File: config.mk
export PLATFORM = sky130hd
export DESIGN_NAME = stw_walker
export DESIGN_NICKNAME = d
export VERILOG_FILES = /design/src/rtl/stw_pkg.sv /design/src/rtl/stw_precheck.sv /design/src/rtl/stw_l1_decode.sv /design/src/rtl/stw_walker.sv
export SDC_FILE = /design/constraint.sdc
export NUM_CORES = 1
export LEC_CHECK = 0
export CAP_MARGIN = 20
export CORE_ASPECT_RATIO = 1.75
export CORE_MARGIN = 2
export CORE_UTILIZATION = 52
export CTS_BUF_LIST = sky130_fd_sc_hd__clkbuf_8 sky130_fd_sc_hd__clkbuf_16
export CTS_CLUSTER_DIAMETER = 150
export DETAILED_ROUTE_END_ITERATION = 16
export HOLD_SLACK_MARGIN = 0.06
export PLACE_DENSITY = 0.87
export REMOVE_ABC_BUFFERS = 1
export SLEW_MARGIN = 20
export SYNTH_ARGS = -nofsm -noshare
export SYNTH_HDL_FRONTEND = slang
export SYNTH_SLANG_ARGS = --single-unit
export TNS_END_PERCENT = 20
File: constraint.sdc
create_clock -name clk -period 7.65 [get_ports clk]
set_input_delay 1.53 -clock clk [delete_from_list [all_inputs] [get_ports clk]]
set_output_delay 1.53 -clock clk [all_outputs]
set_load 0.03 [all_outputs]
File: src/rtl/stw_pkg.sv
package stw_pkg;
  typedef enum logic [2:0] {
    FLT_NONE      = 3'd0,
    FLT_SID_RANGE = 3'd1,
    FLT_BAD_SPLIT = 3'd2,
    FLT_L1_INVAL  = 3'd3,
    FLT_L1_SPAN   = 3'd4
  } stw_fault_e;

  localparam int DESC_W     = 64;
  localparam int L1_SHIFT   = 3;  // 8-byte level-1 descriptors
  localparam int ENT_SHIFT  = 6;  // 64-byte table entries
endpackage

File: src/rtl/stw_precheck.sv
module stw_precheck
  import stw_pkg::*;
#(
  parameter int SIDW   = 20,
  parameter int AW     = 64,
  parameter int SPLITW = 5,
  parameter int LOGW   = 6
) (
  input  logic [SIDW-1:0]   sid,
  input  logic [AW-1:0]     base,
  input  logic              two_level,
  input  logic [SPLITW-1:0] split,
  input  logic [LOGW-1:0]   log2size,
  output stw_fault_e        fault,
  output logic [AW-1:0]     flat_addr,
  output logic [AW-1:0]     l1_addr,
  output logic [SIDW-1:0]   low_idx
);
  localparam int NLEGAL = 3;
  localparam logic [SPLITW-1:0] LEGAL [NLEGAL] = '{SPLITW'(7), SPLITW'(8), SPLITW'(16)};

  logic [NLEGAL-1:0] hit;
  logic [SIDW-1:0]   hi_idx;
  logic              range_bad;

  for (genvar g = 0; g < NLEGAL; g++) begin : g_legal
    assign hit[g] = (split == LEGAL[g]);
  end

  assign range_bad = ((sid >> log2size) != '0);
  assign hi_idx    = sid >> split;
  assign low_idx   = sid & ~({SIDW{1'b1}} << split);
  assign flat_addr = base + (AW'(sid) << ENT_SHIFT);
  assign l1_addr   = base + (AW'(hi_idx) << L1_SHIFT);

  always_comb begin
    if (range_bad)                  fault = FLT_SID_RANGE;
    else if (two_level && hit == '0) fault = FLT_BAD_SPLIT;
    else                            fault = FLT_NONE;
  end
endmodule

File: src/rtl/stw_l1_decode.sv
module stw_l1_decode
  import stw_pkg::*;
#(
  parameter int SIDW = 20,
  parameter int AW   = 64
) (
  input  logic [DESC_W-1:0] desc,
  input  logic [SIDW-1:0]   low_idx,
  output stw_fault_e        fault,
  output logic [AW-1:0]     ent_addr
);
  logic       vld;
  logic [4:0] span;
  logic [AW-1:0] l2_ptr;

  assign vld      = desc[0];
  assign span     = desc[5:1];
  assign l2_ptr   = {desc[AW-1:ENT_SHIFT], {ENT_SHIFT{1'b0}}};
  assign ent_addr = l2_ptr + (AW'(low_idx) << ENT_SHIFT);

  always_comb begin
    if (!vld)                        fault = FLT_L1_INVAL;
    else if ((low_idx >> span) != '0) fault = FLT_L1_SPAN;
    else                             fault = FLT_NONE;
  end
endmodule

File: src/rtl/stw_walker.sv
module stw_walker
  import stw_pkg::*;
#(
  parameter int SIDW = 20,
  parameter int AW   = 64
) (
  input  logic            clk,
  input  logic            rst_n,
  input  logic [AW-1:0]   cfg_base,
  input  logic            cfg_two_level,
  input  logic [4:0]      cfg_split,
  input  logic [5:0]      cfg_log2size,
  input  logic            req_valid,
  output logic            req_ready,
  input  logic [SIDW-1:0] req_sid,
  output logic            mem_req_valid,
  input  logic            mem_req_ready,
  output logic [AW-1:0]   mem_req_addr,
  input  logic            mem_rsp_valid,
  output logic            mem_rsp_ready,
  input  logic [63:0]     mem_rsp_data,
  output logic            res_valid,
  output logic [AW-1:0]   res_addr,
  output logic [2:0]      res_fault
);
  typedef enum logic [1:0] {S_IDLE, S_CHECK, S_ISSUE, S_WAIT} st_e;

  st_e             state;
  logic [SIDW-1:0] sid_q;
  logic [AW-1:0]   l1_q;
  logic            rv_q;
  logic [AW-1:0]   ra_q;
  stw_fault_e      rf_q;

  stw_fault_e      pre_fault, dec_fault;
  logic [AW-1:0]   flat_addr, l1_addr, ent_addr;
  logic [SIDW-1:0] low_idx;

  stw_precheck #(.SIDW(SIDW), .AW(AW), .SPLITW(5), .LOGW(6)) u_pre (
    .sid(sid_q), .base(cfg_base), .two_level(cfg_two_level),
    .split(cfg_split), .log2size(cfg_log2size),
    .fault(pre_fault), .flat_addr(flat_addr), .l1_addr(l1_addr),
    .low_idx(low_idx)
  );

  stw_l1_decode #(.SIDW(SIDW), .AW(AW)) u_dec (
    .desc(mem_rsp_data), .low_idx(low_idx),
    .fault(dec_fault), .ent_addr(ent_addr)
  );

  always_ff @(posedge clk) begin
    if (!rst_n) begin
      state <= S_IDLE;
      sid_q <= '0;
      l1_q  <= '0;
      rv_q  <= 1'b0;
      ra_q  <= '0;
      rf_q  <= FLT_NONE;
    end else begin
      rv_q <= 1'b0;
      unique case (state)
        S_IDLE: if (req_valid) begin
          sid_q <= req_sid;
          state <= S_CHECK;
        end
        S_CHECK: begin
          if (pre_fault != FLT_NONE) begin
            rv_q  <= 1'b1;
            rf_q  <= pre_fault;
            ra_q  <= '0;
            state <= S_IDLE;
          end else if (!cfg_two_level) begin
            rv_q  <= 1'b1;
            rf_q  <= FLT_NONE;
            ra_q  <= flat_addr;
            state <= S_IDLE;
          end else begin
            l1_q  <= l1_addr;
            state <= S_ISSUE;
          end
        end
        S_ISSUE: if (mem_req_ready) state <= S_WAIT;
        S_WAIT: if (mem_rsp_valid) begin
          rv_q  <= 1'b1;
          rf_q  <= dec_fault;
          ra_q  <= (dec_fault == FLT_NONE) ? ent_addr : '0;
          state <= S_IDLE;
        end
        default: state <= S_IDLE;
      endcase
    end
  end

  assign req_ready     = (state == S_IDLE);
  assign mem_req_valid = (state == S_ISSUE);
  assign mem_req_addr  = l1_q;
  assign mem_rsp_ready = (state == S_WAIT);
  assign res_valid     = rv_q;
  assign res_addr      = ra_q;
  assign res_fault     = rf_q;
endmodule

==> metrics.cfg <==
[min_path]
hold_class = flip-flop to flip-flop

[timing]
fin_skew_ps = 10.4
relSlewSlack = 0.325
fmax_ghz = 0.156
worstMarginPinSlew_ps = 1010
fin_setup_tns_ps = 0
finalSetupViolations = 0
drv_slew = 0
setup_slack_ps = 1250
final_hold_viol_count = 0
fin_crit_ps = 6400
period_share = 0.837
rsz0062_at_grt = false

[placed_design]
gp_congestion = 0.985
io_buffers = 299
hpwlAfterDp_mm = 39.9
pre_cts_slack_ps = 858
dp.cells = 2217

[clock_network]
cts.clk_slew.worst_paths_ps = 60
insertion_delay_ps = 470
tritoncts = done
post_cts_buffers = 0
cts-root-buf = clkbuf_16
postCtsHoldBufs = 0
cts_buffers = 17
clk_path_buf_depth = 2
cts.sink_count = 154
htree_num_levels = 4
cts.repair.resized = 0

[drt]
drt_wl_total_mm = 51.6
ant_nets = 0
vias = 14419
drc = 0
detailedRoute.firstIterationViolations = 1195
firstDrtPassIters = 8
avgViaCountPerCell = 6.41
post_drt_wl_per_cell_um = 22.9

[global_route]
grt_overflow = 0
grt_max_degree = 105
grt_pass1_wl_mm = 76.8
grtUsageTotal = 0.396
first_global_vias = 14136
antenna_found_initial = 3

[finish]
final_cell_mix = 298 x clkdlybuf4s50_1, 187 x nand2_1, 159 x a21oi_1, 154 x dfxtp_1, 149 x nor2_1
instances_no_fill = 2250
nFillCells = 2130
finalNetCount = 2154
layout-drive-gt1-share = 0.0542
area_growth_pct = 28.9
final_common_cell = clkdlybuf4s50_1

[status]
status = completed

[synth]
ys_seq_area_frac = 0.242
ys_ff_latch = 154
avgSynthCellArea_um2 = 7.52
synthCells = 1691
synthArstFlopShare = 0
synthesis.area_um2 = 12700
synth_cell_types = 94
synth-edff-count = 0
yosys_warnings = 0
synth_flop_cell = dfxtp_1

[power]
p_per_area_nw_per_um2 = 156
p_total_uw = 2550
p_leak_uw = 0.00640
vdd_drop_max_mv = 0.153

[floorplanning]
io_pins = 300
coreArea_um2 = 24000
die_area_um2 = 25800
rows = 75
die_y_um = 211
start_util = 0.529
fp.dieW_um = 122

[setup_path]
cp_max_fo = 17
path_class = input port to flip-flop
critPathRequiredTime_ps = 7980
arrival_ps = 6740
crit_path_start_kind = input port
critPathCaptureType = flip-flop

[job]
timing.max_cap.violations = 0

per-layer routing:
layer / up-vias / part of all wire / wire [um] / GRT usage
met4: 0 / 0.11 / 5720 / 0.385
met3: 282 / 0.071 / 3650 / 0.0751
li1: 6616 / - / - / -
met2: 799 / 0.50 / 25700 / 0.687
met1: 6722 / 0.32 / 16500 / 0.379
met5: - / 0 / 0 / 0
metrics by stage:
| step | area (um^2) | hold slack [ps] | util |
|---|---|---|---|
| final | 16400 | 454 | 0.682 |
| after global routing | 16400 | 473 | 0.682 |
| after CTS | 16400 | 454 | 0.682 |
| after detailed placement | 15800 | 445 | 0.657 |
| after global placement | 15800 | 439 | 0.657 |
| after floorplan | 12200 | 474 | - |
final cells by class:
cell class	count	area, um^2	share of cell area
Clock buffer	20	467	0.0285
Sequential cell	154	3080	0.188
Timing Repair Buffer	322	3190	0.194
Multi-Input combinational cell	1384	8950	0.546
Clock inverter	10	119	0.00725
Inverter	49	184	0.0112
Antenna cell	3	7.51	0.000458
Tap cell	308	385	0.0235
synthesized netlist by cell type (4+ instances only):
library cell	number	area, um^2
o31ai_1	6	45.0
a22oi_1	4	30.0
xor2_1	90	788
or2_2	6	37.5
nor2_1	149	559
xnor2_1	75	657
nand4_1	26	163
o22ai_1	8	50.1
nor3_1	45	225
or3_1	12	75.1
nand2_1	187	702
buf_1	4	15.0
nor2b_1	15	93.8
or4_1	5	37.5
buf_2	26	130
and4_1	4	35.0
mux2_2	9	101
o21ai_0	122	611
a211oi_1	30	225
o31a_1	7	61.3
nor4_1	16	100
nand3_1	69	345
buf_4	12	90.1
o21a_1	10	75.1
and2_1	16	100
ha_1	58	726
a21o_1	37	278
inv_1	46	173
and3_1	32	200
dfxtp_1	154	3080
o211ai_1	10	75.1
a21oi_1	159	796
buf_6	4	45.0
mux2i_1	27	270
a31oi_1	10	62.6
a221oi_1	48	420
o21bai_1	8	60.1
nand2b_1	8	50.1
clkbuf_1	58	218
path summary, 6_finish.rpt:
path	startpoint	endpoint	slack, ps	cells past startpoint
hold / removal	res_addr[4]$_SDFFE_PN0P_	res_addr[4]$_SDFFE_PN0P_	450	2
setup reg to reg	sid_q[16]$_SDFFE_PN0P_	mem_req_addr[57]$_SDFFE_PN0P_	2750	19
setup / recovery	cfg_split[1]	mem_req_addr[57]$_SDFFE_PN0P_	1250	18
hold reg to reg	res_addr[4]$_SDFFE_PN0P_	res_addr[4]$_SDFFE_PN0P_	450	2
report_power, final:
part	internal (uW)	switching, uW
Sequential	844	45.2
Combinational	320	469
Clock	502	370
cell families after synthesis:
group	after synthesis	share of synthesized area
buffers and inverters	153	0.0536
adders and majority gates	62	0.0626
xor gates and xnor gates	165	0.114
AOI/OAI and AO/OA	518	0.271
DFF	154	0.242
and+or+nand+nor	600	0.222
muxes	39	0.0345
worst max-delay path, stage by stage:
cell and delay (ps):
clkdlybuf4s50_1 920, buf_4 360, mux2i_1 250, a21oi_1 120
mux2i_1 270, o22ai_1 150, ha_1 230, fa_1 410
a21o_1 180, a21o_1 210, a21oi_1 300, o31ai_1 170
a31oi_1 390, a2111oi_2 150, nor2_1 600, or3_1 220
xor2_1 170, a21oi_1 90
registers in the layout (all words and copies together), names as in the netlist, named ones only:
name          flops
res_addr         64
res_fault         3
mem_req_addr     64
res_valid         1
sid_q            20
state             1
Note: power is estimated with default switching activity, not from simulation.
